$ cat config.mk
export PLATFORM = sky130hd
export DESIGN_NAME = g711_compander
export DESIGN_NICKNAME = d
export VERILOG_FILES = /design/src/rtl/g711_cmp_pkg.sv /design/src/rtl/g711_cmp_ctrl.sv /design/src/rtl/g711_cmp_datapath.sv /design/src/rtl/g711_compander.sv
export SDC_FILE = /design/constraint.sdc
export NUM_CORES = 1
export LEC_CHECK = 0
export CORE_MARGIN = 4
export CORE_UTILIZATION = 60
export DETAILED_ROUTE_END_ITERATION = 10
export PLACE_DENSITY = 0.9
export SLEW_MARGIN = 5
export SYNTH_ARGS = -nofsm -noshare
export SYNTH_HDL_FRONTEND = slang
export SYNTH_HIERARCHICAL = 1
export SYNTH_SLANG_ARGS = --single-unit
$ cat constraint.sdc
create_clock -name vclk -period 18.65
set_input_delay 3.73 -clock vclk [all_inputs]
set_output_delay 3.73 -clock vclk [all_outputs]
set_load 0.01 [all_outputs]
$ cat src/rtl/g711_cmp_pkg.sv
package g711_cmp_pkg;
  localparam int LIN_W   = 16;
  localparam int CODE_W  = 8;
  localparam int MU_DROP = 2;
  localparam int A_DROP  = 3;
  localparam int MU_W    = LIN_W - MU_DROP;
  localparam int A_W     = LIN_W - A_DROP;
  localparam int MU_BIAS = 33;
  localparam int MU_CLIP = 8159;
  localparam int MU_OFS  = MU_BIAS << MU_DROP;
  localparam int A_HALF  = 1 << A_DROP;
  localparam int A_KNEE  = 256 + A_HALF;
  localparam logic [CODE_W-1:0] A_FLIP = 8'h55;

  typedef enum logic {LAW_MU = 1'b0, LAW_A = 1'b1} lawSel_e;

  typedef struct packed {
    logic txMu;
    logic txA;
    logic rxMu;
    logic rxA;
  } cmpStrb_t;
endpackage

$ cat src/rtl/g711_cmp_ctrl.sv
module g711_cmp_ctrl
  import g711_cmp_pkg::*;
(
  input  logic     clk,
  input  logic     rstN,
  input  logic     txEnable,
  input  logic     txLawSel,
  input  logic     rxEnable,
  input  logic     rxLawSel,
  output cmpStrb_t strb
);
  lawSel_e txLaw;
  lawSel_e rxLaw;

  assign txLaw = lawSel_e'(txLawSel);
  assign rxLaw = lawSel_e'(rxLawSel);

  always_comb begin
    strb.txMu = txEnable && (txLaw == LAW_MU);
    strb.txA  = txEnable && (txLaw == LAW_A);
    strb.rxMu = rxEnable && (rxLaw == LAW_MU);
    strb.rxA  = rxEnable && (rxLaw == LAW_A);
  end

  // each direction picks at most one law, independently of the other
  assert_tx_onehot_R7: assert property (@(posedge clk) disable iff (!rstN)
    $onehot0({strb.txMu, strb.txA}));
  assert_rx_onehot_R7: assert property (@(posedge clk) disable iff (!rstN)
    $onehot0({strb.rxMu, strb.rxA}));
  // a disabled direction raises no strobe
  assert_tx_idle_R6: assert property (@(posedge clk) disable iff (!rstN)
    !txEnable |-> !(strb.txMu || strb.txA));
endmodule

$ cat src/rtl/g711_cmp_datapath.sv
module g711_cmp_datapath
  import g711_cmp_pkg::*;
#(
  parameter bit REG_OUT = 1'b0
)(
  input  logic             clk,
  input  logic             rstN,
  input  cmpStrb_t         strb,
  input  logic [LIN_W-1:0] txIn,
  input  logic [LIN_W-1:0] rxIn,
  output logic [LIN_W-1:0] txOut,
  output logic [LIN_W-1:0] rxOut
);
  localparam int PAD_W = LIN_W - CODE_W;

  function automatic logic [CODE_W-1:0] muCompress(input logic [LIN_W-1:0] lin);
    logic [MU_W-1:0] v;
    logic            neg;
    logic [MU_W:0]   ext;
    logic [MU_W:0]   mag;
    logic [MU_W:0]   sh;
    logic [2:0]      seg;
    logic [CODE_W-1:0] raw;
    v   = lin[LIN_W-1:MU_DROP];
    neg = v[MU_W-1];
    ext = {v[MU_W-1], v};
    mag = neg ? (~ext + 1'b1) : ext;
    if (mag > (MU_W+1)'(MU_CLIP)) mag = (MU_W+1)'(MU_CLIP);
    mag = mag + (MU_W+1)'(MU_BIAS);
    seg = '0;
    for (int i = 6; i <= MU_W - 2; i++) if (mag[i]) seg = 3'(i - 5);
    sh  = mag >> (int'(seg) + 1);
    raw = mag[MU_W-1] ? {neg, 7'h7F} : {neg, seg, sh[3:0]};
    return ~raw;
  endfunction

  function automatic logic [CODE_W-1:0] aCompress(input logic [LIN_W-1:0] lin);
    logic [A_W-1:0] v;
    logic           neg;
    logic [A_W-2:0] mag;
    logic [A_W-2:0] sh;
    logic [2:0]     seg;
    int             amt;
    v   = lin[LIN_W-1:A_DROP];
    neg = v[A_W-1];
    mag = neg ? ~v[A_W-2:0] : v[A_W-2:0];
    seg = '0;
    for (int i = 5; i <= A_W - 2; i++) if (mag[i]) seg = 3'(i - 4);
    amt = (seg < 3'd2) ? 1 : int'(seg);
    sh  = mag >> amt;
    return {~neg, seg, sh[3:0]} ^ A_FLIP;
  endfunction

  function automatic logic [LIN_W-1:0] muExpand(input logic [CODE_W-1:0] code);
    logic [CODE_W-1:0] u;
    logic [LIN_W-1:0]  t;
    logic [LIN_W-1:0]  val;
    u   = ~code;
    t   = LIN_W'({u[3:0], 3'b000}) + LIN_W'(MU_OFS);
    t   = t << u[6:4];
    val = t - LIN_W'(MU_OFS);
    return u[7] ? (LIN_W'(0) - val) : val;
  endfunction

  function automatic logic [LIN_W-1:0] aExpand(input logic [CODE_W-1:0] code);
    logic [CODE_W-1:0] a;
    logic [LIN_W-1:0]  base;
    logic [LIN_W-1:0]  t;
    a    = code ^ A_FLIP;
    base = LIN_W'({a[3:0], 4'b0000});
    if (a[6:4] == 3'd0) t = base + LIN_W'(A_HALF);
    else                t = (base + LIN_W'(A_KNEE)) << (a[6:4] - 3'd1);
    return a[7] ? t : (LIN_W'(0) - t);
  endfunction

  logic [LIN_W-1:0] txNext;
  logic [LIN_W-1:0] rxNext;

  always_comb begin
    txNext = txIn;
    if (strb.txMu)     txNext = {{PAD_W{1'b0}}, muCompress(txIn)};
    else if (strb.txA) txNext = {{PAD_W{1'b0}}, aCompress(txIn)};
  end

  always_comb begin
    rxNext = rxIn;
    if (strb.rxMu)     rxNext = muExpand(rxIn[CODE_W-1:0]);
    else if (strb.rxA) rxNext = aExpand(rxIn[CODE_W-1:0]);
  end

  if (REG_OUT) begin : gRegd
    always_ff @(posedge clk or negedge rstN) begin
      if (!rstN) begin
        txOut <= '0;
        rxOut <= '0;
      end else begin
        txOut <= txNext;
        rxOut <= rxNext;
      end
    end
  end else begin : gComb
    assign txOut = txNext;
    assign rxOut = rxNext;

    // disabled directions are transparent
    assert_tx_bypass_R6: assert property (@(posedge clk) disable iff (!rstN)
      !(strb.txMu || strb.txA) |-> txOut == txIn);
    assert_rx_bypass_R6: assert property (@(posedge clk) disable iff (!rstN)
      !(strb.rxMu || strb.rxA) |-> rxOut == rxIn);
    // code sign tracks the input sign, upper byte cleared
    assert_tx_sign_R9: assert property (@(posedge clk) disable iff (!rstN)
      (strb.txMu || strb.txA) |-> (txOut[CODE_W-1] == !txIn[LIN_W-1]) && (txOut[LIN_W-1:CODE_W] == '0));
    // large positive inputs saturate to the top code
    assert_mu_sat_R2: assert property (@(posedge clk) disable iff (!rstN)
      (strb.txMu && ($signed(txIn) >= 16'sd32632)) |-> txOut == 16'h0080);
    // expanded range and granularity
    assert_rx_range_R10: assert property (@(posedge clk) disable iff (!rstN)
      (strb.rxMu || strb.rxA) |-> ($signed(rxOut) <= 16'sd32256) && ($signed(rxOut) >= -16'sd32256));
    assert_rx_grain_R10: assert property (@(posedge clk) disable iff (!rstN)
      strb.rxA |-> rxOut[A_DROP-1:0] == '0);
    // A-law never expands to zero, so the sign is set by code bit 7
    assert_a_sign_R5: assert property (@(posedge clk) disable iff (!rstN)
      strb.rxA |-> rxOut[LIN_W-1] == !rxIn[CODE_W-1]);
  end
endmodule

$ cat src/rtl/g711_compander.sv
module g711_compander
  import g711_cmp_pkg::*;
#(
  parameter bit REG_OUT = 1'b0
)(
  input  logic        clk,
  input  logic        rstN,
  input  logic        txEnable,
  input  logic        txLawSel,
  input  logic [15:0] txLinear,
  output logic [15:0] txWord,
  input  logic        rxEnable,
  input  logic        rxLawSel,
  input  logic [15:0] rxWord,
  output logic [15:0] rxLinear
);
  cmpStrb_t strb;

  g711_cmp_ctrl u_ctrl (
    .clk      (clk),
    .rstN     (rstN),
    .txEnable (txEnable),
    .txLawSel (txLawSel),
    .rxEnable (rxEnable),
    .rxLawSel (rxLawSel),
    .strb     (strb)
  );

  g711_cmp_datapath #(.REG_OUT(REG_OUT)) u_datapath (
    .clk   (clk),
    .rstN  (rstN),
    .strb  (strb),
    .txIn  (txLinear),
    .rxIn  (rxWord),
    .txOut (txWord),
    .rxOut (rxLinear)
  );
endmodule

# [After elaboration in Yosys (flattened, before gate mapping)]
# Index checks and enable logic that the tools add are counted.
[word_totals] register_bits=0 in_bits=38 output_inout_bits=32 wordCells=62
[op_classes] n_addsub=10 order_cmp=2 shift=4 muxes=32 bitwise_logic=9 n_reduce_logical=5
[ops] cell="16-bit two-way mux" n=9
[ops] cell="15-bit two-way mux" n=3
[ops] cell="3-bit two-way mux" n=12
[ops] cell="16-bit by 3-bit left shift with 16-bit output" n=2
[ops] cell="12-bit by 32-bit right shift with 4-bit output" n=1
[ops] cell="15-bit by 32-bit right shift with 4-bit output" n=1
[ops] cell="1-bit by 16-bit subtractor with 16-bit output, first input constant" n=2
[ops] cell="8-bit NOT" n=2
[ops] cell="16-bit by 8-bit subtractor with 16-bit output, second input constant" n=1
[ops] cell="15-bit by 1-bit adder with 15-bit output, second input constant" n=1
[ops] cell="15-bit by 6-bit adder with 15-bit output, second input constant" n=1
[ops] cell="15-bit by 13-bit greater-than comparator with 1-bit output, second input constant" n=1
[ops] cell="15-bit NOT" n=1
[ops] cell="12-bit two-way mux" n=1
[ops] cell="12-bit NOT" n=1
[ops] cell="8-bit by 9-bit adder with 10-bit output, second input constant" n=1
[ops] cell="7-bit by 8-bit adder with 9-bit output, second input constant" n=1
[ops] cell="8-bit by 4-bit adder with 9-bit output, second input constant" n=1
[ops] cell="2-bit two-way mux" n=4
[ops] cell="4-bit NOT" n=2
[ops] cell="7-bit two-way mux" n=1
[ops] cell="3-bit by 1-bit adder with 4-bit output, second input constant" n=1
[ops] cell="1-bit logical AND" n=4
[ops] cell="3-bit logical NOT" n=1
[ops] cell="other kinds (4)" n=7

# [Longest topological paths before layout]
# Gate-level depths: netlist (run 1).
[logic_depth] depth_word=20 ltp_mapped=22 ltp_nobuf=18

# [Modules after synthesis]
# The synthesis (run 1) kept the hierarchy.
[by_module_without_submodules] mod="g711_cmp_datapath" n_inst=1 cells_per_inst=564 area_per_inst_um2=3614.7 seq_area_each_um2=0.0
[by_module_without_submodules] mod="g711_cmp_ctrl" n_inst=1 cells_per_inst=4 area_per_inst_um2=32.5 seq_area_each_um2=0.0

# [Worst setup path before layout (run 1)]
# No wires, ideal clock.
[synth_path] kind="input port to output port" start="input port txLinear[2]" end="output port txWord[2]" arrival_ns=8.050 t_required_ns=14.920 slack_ns=6.870 stages=21 n_path_buf=3 cell_sequence="clkbuf_1 > inv_1 > ha_1 > or4b_1 > o41ai_2 > a41oi_2 > nand4b_4 > nor2_1 > a21oi_1 > o211ai_1 > ha_1 > buf_1 > o21a_1 > o32a_4 > nor2_1 > o41a_1 > o21bai_2 > buf_6 > mux4_2 > nor2_1 > o31ai_2"
[synth_via] elab_chain_len=20 word_cells_on_any_way=21 classes_between="3 x add/sub; 1 x order compare; 1 x shift; 14 x mux; 2 x bitwise"
[synth_rtl] element="start: declaration" line_no="g711_compander.sv:10" text="input logic [15:0] txLinear,"
[synth_rtl] element="15-bit NOT" line_no="g711_cmp_datapath.sv:27" text="mag = neg ? (~ext + 1'b1) : ext;"
[synth_rtl] element="15-bit by 1-bit adder with 15-bit output" line_no="g711_cmp_datapath.sv:27"
[synth_rtl] element="15-bit two-way mux" line_no="g711_cmp_datapath.sv:27"
[synth_rtl] element="15-bit by 13-bit greater-than comparator with 1-bit output" line_no="g711_cmp_datapath.sv:28" text="if (mag > (MU_W+1)'(MU_CLIP)) mag = (MU_W+1)'(MU_CLIP);"
[synth_rtl] element="15-bit two-way mux" line_no="g711_cmp_datapath.sv:28"
[synth_rtl] element="15-bit two-way mux" line_no="g711_cmp_datapath.sv:81" text="if (strb.txMu) txNext = {{PAD_W{1'b0}}, muCompress(txIn)};"
[synth_rtl] element="15-bit by 6-bit adder with 15-bit output" line_no="g711_cmp_datapath.sv:29" text="mag = mag + (MU_W+1)'(MU_BIAS);"
[synth_rtl] element="1-bit two-way mux" line_no="g711_cmp_datapath.sv:31" text="for (int i = 6; i <= MU_W - 2; i++) if (mag[i]) seg = 3'(i - 5);"
[synth_rtl] element="2-bit two-way mux (2 in a row)" line_no="g711_cmp_datapath.sv:31"
[synth_rtl] element="3-bit two-way mux (4 in a row)" line_no="g711_cmp_datapath.sv:31"
[synth_rtl] element="3-bit two-way mux" line_no="g711_cmp_datapath.sv:81"
[synth_rtl] element="3-bit by 1-bit adder with 4-bit output" line_no="g711_cmp_datapath.sv:32" text="sh = mag >> (int'(seg) + 1);"
[synth_rtl] element="15-bit by 32-bit right shift with 4-bit output" line_no="g711_cmp_datapath.sv:32"
[synth_rtl] element="7-bit two-way mux" line_no="g711_cmp_datapath.sv:33" text="raw = mag[MU_W-1] ? {neg, 7'h7F} : {neg, seg, sh[3:0]};"
[synth_rtl] element="8-bit NOT" line_no="g711_cmp_datapath.sv:34" text="return ~raw;"
[synth_rtl] element="16-bit two-way mux (*)" line_no="g711_cmp_datapath.sv:81"
[synth_rtl] element="end: declaration" line_no="g711_compander.sv:11" text="output logic [15:0] txWord,"
# Mark *: on every way between the ends. The rest lies on a longest branch, timed or not. The select of a mux whose other input is x is not followed.

# [Final worst setup path (run 1)]
[layout_path] start="input port txLinear[6]" end="output port txWord[2]"
# Same word-level chain as after synthesis.

==> summary.md, run 1 <==
| Metric | Value |
|---|---|
| Seq/Total Area, Yosys | 0% |
| Core area | 5920 sq um |
| GRT Overall Usage | 29.2% |
| Std cell rows | 28 |
| Slew headroom | 41.4% |
| Final min period | 13.62 ns |
| Largest net degree at the start of global routing | 36 |
| RSZ-0062 raised after global routing | no |
| Residual DRC | 0 |
| Layout cells sized above 1 | 5.54% |
| Status | finished, final reports clean |
| Worst Path Buf+Inv | 2 |
| Post-DP HPWL | 8870 um |
| Crit Path Category | input pin to primary output |
| Power, Total | 0.150 mW |
| Leakage Power | 1.62 nW |
| Post-Syn Area per Cell | 6.42 sq um |
| Final Hold Vio Count | 0 |
| Placement Cell Area | 4250 sq um |
| Overflow after GRT | 0 |
| Setup TNS | 0 ns |
| Crit-path max cell delay | 0.70 ns |
| Synth top area cells | mux2i_1 (7.7%), xnor2_1 (7.4%), nand2_1 (6.9%) |
| # clk buffers | 0 |
| Worst EP arrival | 9.89 ns |
| Synthesized instance count | 568 |
| CP Launch Type | input pin |
| Yosys warning count | 6 |
| P&R area growth vs syn | 16.6% |
| Fin area | 4250 sq um |
| Top post-synthesis cells by count | nand2_1 (67), nor2_1 (56), a21oi_1 (39) |
| Area of the die | 7390 sq um |
| Top delay family on crit path | compound AO/OA/AOI/OAI gates |
| Hold_buf cts | 0 |
| Post-Syn Area | 3650 sq um |
| Nets | 649 |
| FFs & Latches | 0 |
| Final cycle utilization of the critical path | 73.0% |
| Antenna-violating nets left | 0 |
| Yosys top cell area share | 7.68% |
| Via density | 6.64 |
| Drt wl/cell | 17.1 um |
| Router iterations before antenna repair | 5 |
| Routability cong. | 0.906 |
| HP Start | rxWord[11] |
| Setup violations, final | 0 |
| Post-Route WL | 11500 um |
| Via count | 4453 |
| Worst Path Required | 14.92 ns |
| Top-count cell post-synth | nand2_1 |
| CP startpoint | txLinear[6] |
| DRT iter0 DRCs | 245 |
| Crit path cell chain | clkdlybuf4s50_1 -> or4_4 -> or3b_1 -> a41oi_2 -> nand4b_4 -> nor2_1 -> a21oi_1 -> o211ai_1 -> ha_1 -> o21a_1 -> o211ai_1 -> nor3b_1 -> o2111ai_1 -> o21bai_2 -> mux4_2 -> nor2_1 -> o31ai_2 -> clkdlybuf4s50_1 |
| Post-synth net total | 619 |
| Yosys cell types | 76 |
| Antenna violations before repair | 0 |
| Worst slew pin tran | 0.876 ns |
| Number of global-route vias before repair | 4109 |
| Power Density | 35.3 nW/um^2 |
| Max Cap Violations | 0 |
| Max Slew Vio Count | 0 |
| Min-delay worst type | input pin to primary output |
| PortBufs | 68 |
| Die height | 86.0 um |
| IO Count | 70 |
| Initial core utilization | 61.6% |
| Post-CTS Setup Bufs | 0 |
| Die width | 86.0 um |
| Worst VDD drop | 0.0250 mV |
| Crit end category | primary output |
| Fmax achieved | 73.4 MHz |
| Max FO, Critical Path | 12 |
| Post-synth top area cell | mux2i_1 |
| CP max-delay cell | or4_4 |
| Diode count | 0 |
| First-pass GRT wire length | 18400 um |
| Post-CTS sizing | 0 |
| Register area | 0 sq um |
## layout by cell type (no fill, tap or decap), types with 11 or more instances in the layout
cell | Yosys | routed
clkdlybuf4s50_1 | 0 | 68
nand2_1 | 67 | 67
nor2_1 | 56 | 56
a21oi_1 | 39 | 39
o21ai_0 | 37 | 37
xnor2_1 | 31 | 31
mux2i_1 | 28 | 28
inv_1 | 22 | 22
xor2_1 | 18 | 18
nor3_1 | 16 | 16
ha_1 | 13 | 13
or3_1 | 11 | 11
## cell type report
cell class	instances	area, sq um
multi-input combinational	504	3380
fill	501	1670
timing repair buffer	70	696
tap	75	93.8
inverter	22	82.6
## cell families after synthesis
group                    share of synthesized area (%)
multiplexers                                      10.8
buffers and inverters                             7.27
adder cells (fa/ha/maj)                           4.46
AND/OR/NAND/NOR                                   30.6
AO/OA/AOI/OAI                                     34.7
XOR/XNOR                                          12.2
## metrics by stage
| step | std cells | util, % | hold WS, ns | setup slack, ns |
|---|---|---|---|---|
| final | 671 | 71.9 | 8.53 | 5.03 |
| after global routing | 671 | 71.9 | 8.58 | 4.71 |
| after CTS | 671 | 71.9 | 8.54 | 5.15 |
| after detailed placement | 671 | 71.9 | 8.53 | 5.16 |
| after global placement | 671 | 71.9 | 8.52 | 5.29 |
| after floorplan | 568 | - | 7.59 | 6.87 |
## worst paths after layout
path | depth (start not counted) | slack (ns) | endpoint
max | 18 | 5.03 | txWord[2]
min | 4 | 8.53 | rxLinear[11]
## report_power, final
group	internal [mW]	switching (mW)	total (mW)
Sequential	0	0	0
Combinational	0.0658	0.0842	0.150
Clock	0	0	0
## metal layers
layer | global-route usage [%] | up-vias | share of wire (%) | wire length (um)
met4 | 12.8 | 0 | 4.5 | 522
met3 | 2.31 | 42 | 7.7 | 883
li1 | - | 2141 | - | -
met1 | 32.9 | 2019 | 39 | 4500
met2 | 55.3 | 251 | 49 | 5570
met5 | 0 | - | 0 | 0
Power figures use the tool's default switching activity.
==> run 2: changes to the inputs <==
--- a/config.mk
+++ b/config.mk
@@ -6,9 +6,9 @@
 export NUM_CORES = 1
 export LEC_CHECK = 0
 export CORE_MARGIN = 4
-export CORE_UTILIZATION = 60
+export CORE_UTILIZATION = 51
 export DETAILED_ROUTE_END_ITERATION = 10
-export PLACE_DENSITY = 0.9
+export PLACE_DENSITY = 0.82
 export SLEW_MARGIN = 5
 export SYNTH_ARGS = -nofsm -noshare
 export SYNTH_HDL_FRONTEND = slang
==> constraint.sdc (replaced) <==
create_clock -name vclk -period 11.4
set_input_delay 2.28 -clock vclk [all_inputs]
set_output_delay 2.28 -clock vclk [all_outputs]
set_load 0.01 [all_outputs]
==> run 2 against run 1 <==
Net effect: global-route usage decreased by 4.6 points; first-iteration DRC count is 25% lower; die area up 16%; non-clock buffer count up 1; combinational power up 63%; hold slack got worse by 2.9 ns; final cell count increased by 3.3%; critical path type unchanged; sequential share of layout area unchanged; cell area increased by 0.79%.
==> summary.md, run 2 (same netlist as run 1, synthesis figures left out) <==
| Metric | Value |
|---|---|
| Crit Path Category | input pin to primary output |
| Max FO, Critical Path | 12 |
| Antenna violations before repair | 0 |
| Top delay family on crit path | compound AO/OA/AOI/OAI gates |
| Flop pwr share | 0% |
| Max Cap Violations | 0 |
| Worst Path Required | 9.12 ns |
| Overflow after GRT | 0 |
| Fmax achieved | 94.6 MHz |
| Antenna-violating nets left | 0 |
| First-pass GRT wire length | 18300 um |
| Residual DRC | 0 |
| Finished Layout Cells | 693 |
| # fillers | 645 |
| RSZ-0062 raised after global routing | no |
| Sw power | 0.137 mW |
| Clk pwr share | 0% |
| Slew headroom | 43.7% |
| Drt wl/cell | 16.3 um |
| P&R area growth vs syn | 17.6% |
| WL met1 | 4670 um |
| Post-layout util | 62.4% |
| Setup TNS | 0 ns |
| Final Hold Vio Count | 0 |
| Via count | 4433 |
| IO Count | 70 |
| Routability cong. | 0.973 |
| Register area | 0 sq um |
| Min-delay worst type | input pin to primary output |
| Core area | 6870 sq um |
| FFs & Latches | 0 |
| Max Slew Vio Count | 0 |
| Status | finished, final reports clean |
| CP max-delay cell | or4_4 |
| Worst slew pin tran | 0.842 ns |
| Metal2 WL | 5530 um |
| Crit end category | primary output |
| Std cell rows | 30 |
| GRT Overall Usage | 24.7% |
| Net Sw Frac | 55.9% |
| Crit-path max cell delay | 0.69 ns |
| Post-CTS sizing | 0 |
| Final min period | 10.57 ns |
| WL met3 | 733 um |
| Layout cells sized above 1 | 5.70% |
| Area of the die | 8570 sq um |
| Initial core utilization | 53.1% |
| Combinational Power Share | 100.0% |
| Largest net degree at the start of global routing | 35 |
| Max Used Layer | met4 |
| Post-DP HPWL | 8770 um |
| Internal power | 0.108 mW |
| Router iterations before antenna repair | 5 |
| Most common library cell in the layout ignoring fill and taps | clkdlybuf4s50_1 |
| Worst EP arrival | 8.29 ns |
| Nets | 650 |
| Power Density | 57.1 nW/um^2 |
| Worst Path Buf+Inv | 2 |
| # clk buffers | 0 |
| Via density | 6.40 |
| Diode count | 0 |
| Crit path cell chain | clkdlybuf4s50_1 -> or4_4 -> or3b_1 -> a41oi_2 -> nand4b_4 -> nor2_1 -> a21oi_1 -> o211ai_1 -> ha_1 -> o32a_4 -> nor3b_1 -> o41a_1 -> o21bai_2 -> mux4_2 -> nor2_1 -> o31ai_2 -> clkdlybuf4s50_1 |
| Hold_buf cts | 0 |
| CP Launch Type | input pin |
| PortBufs | 68 |
| Post-CTS Setup Bufs | 0 |
| Dpl cells | 693 |
| DRT iter0 DRCs | 183 |
| Number of global-route vias before repair | 4037 |
| Final cycle utilization of the critical path | 92.7% |
| Die height | 92.6 um |
| Most frequent cells in the layout | clkdlybuf4s50_1 (68), nand2_1 (67), nor2_1 (56) |
| Leakage Power | 1.62 nW |
| Worst VDD drop | 0.0322 mV |
| Setup violations, final | 0 |
| Post-Route WL | 11300 um |
| Die width | 92.6 um |
## run 2: cell count changes in the layout (fill, tap and decap cells not counted)
cell | previous run | this run
buf_4 | 2 | 3
## run 2: layout make-up
type	count	area (sq um)	share of cell area, %
inverters	22	82.6	1.93
multi-input cells	504	3380	78.9
well taps	96	120	2.80
repair buffers	71	703	16.4
## run 2: power groups by stage
stage	clock network [mW]	registers [mW]	logic, mW
after floorplan	0	0	0.169
after global placement	0	0	0.235
after detailed placement	0	0	0.240
after CTS	0	0	0.241
after global routing	0	0	0.266
final	0	0	0.245
## run 2: stage by stage
| stage | hold WS (ns) | instance area (sq um) | power (mW) | setup WS (ns) |
|---|---|---|---|---|
| 2_1_floorplan | 4.69 | 3650 | 0.169 | 2.52 |
| 3_3_place_gp | 5.62 | 4290 | 0.235 | 0.919 |
| 3_5_place_dp | 5.69 | 4290 | 0.240 | 0.899 |
| 4_1_cts | 5.68 | 4290 | 0.241 | 0.884 |
| 5_1_grt | 5.70 | 4290 | 0.266 | 0.384 |
| 6_report | 5.68 | 4290 | 0.245 | 0.831 |
## run 2: final timing paths
kind                   startpoint            to  slack [ns]  depth (start not counted)
worst max-delay path  txLinear[6]     txWord[2]        0.83                         17
worst min-delay path   rxWord[11]  rxLinear[11]        5.68                          4
## run 2: layer usage
layer,global-route usage (%),up-vias
met4,8.54,0
met5,0,-
met1,29.9,2040
met3,1.38,37
li1,-,2143
met2,45.7,213
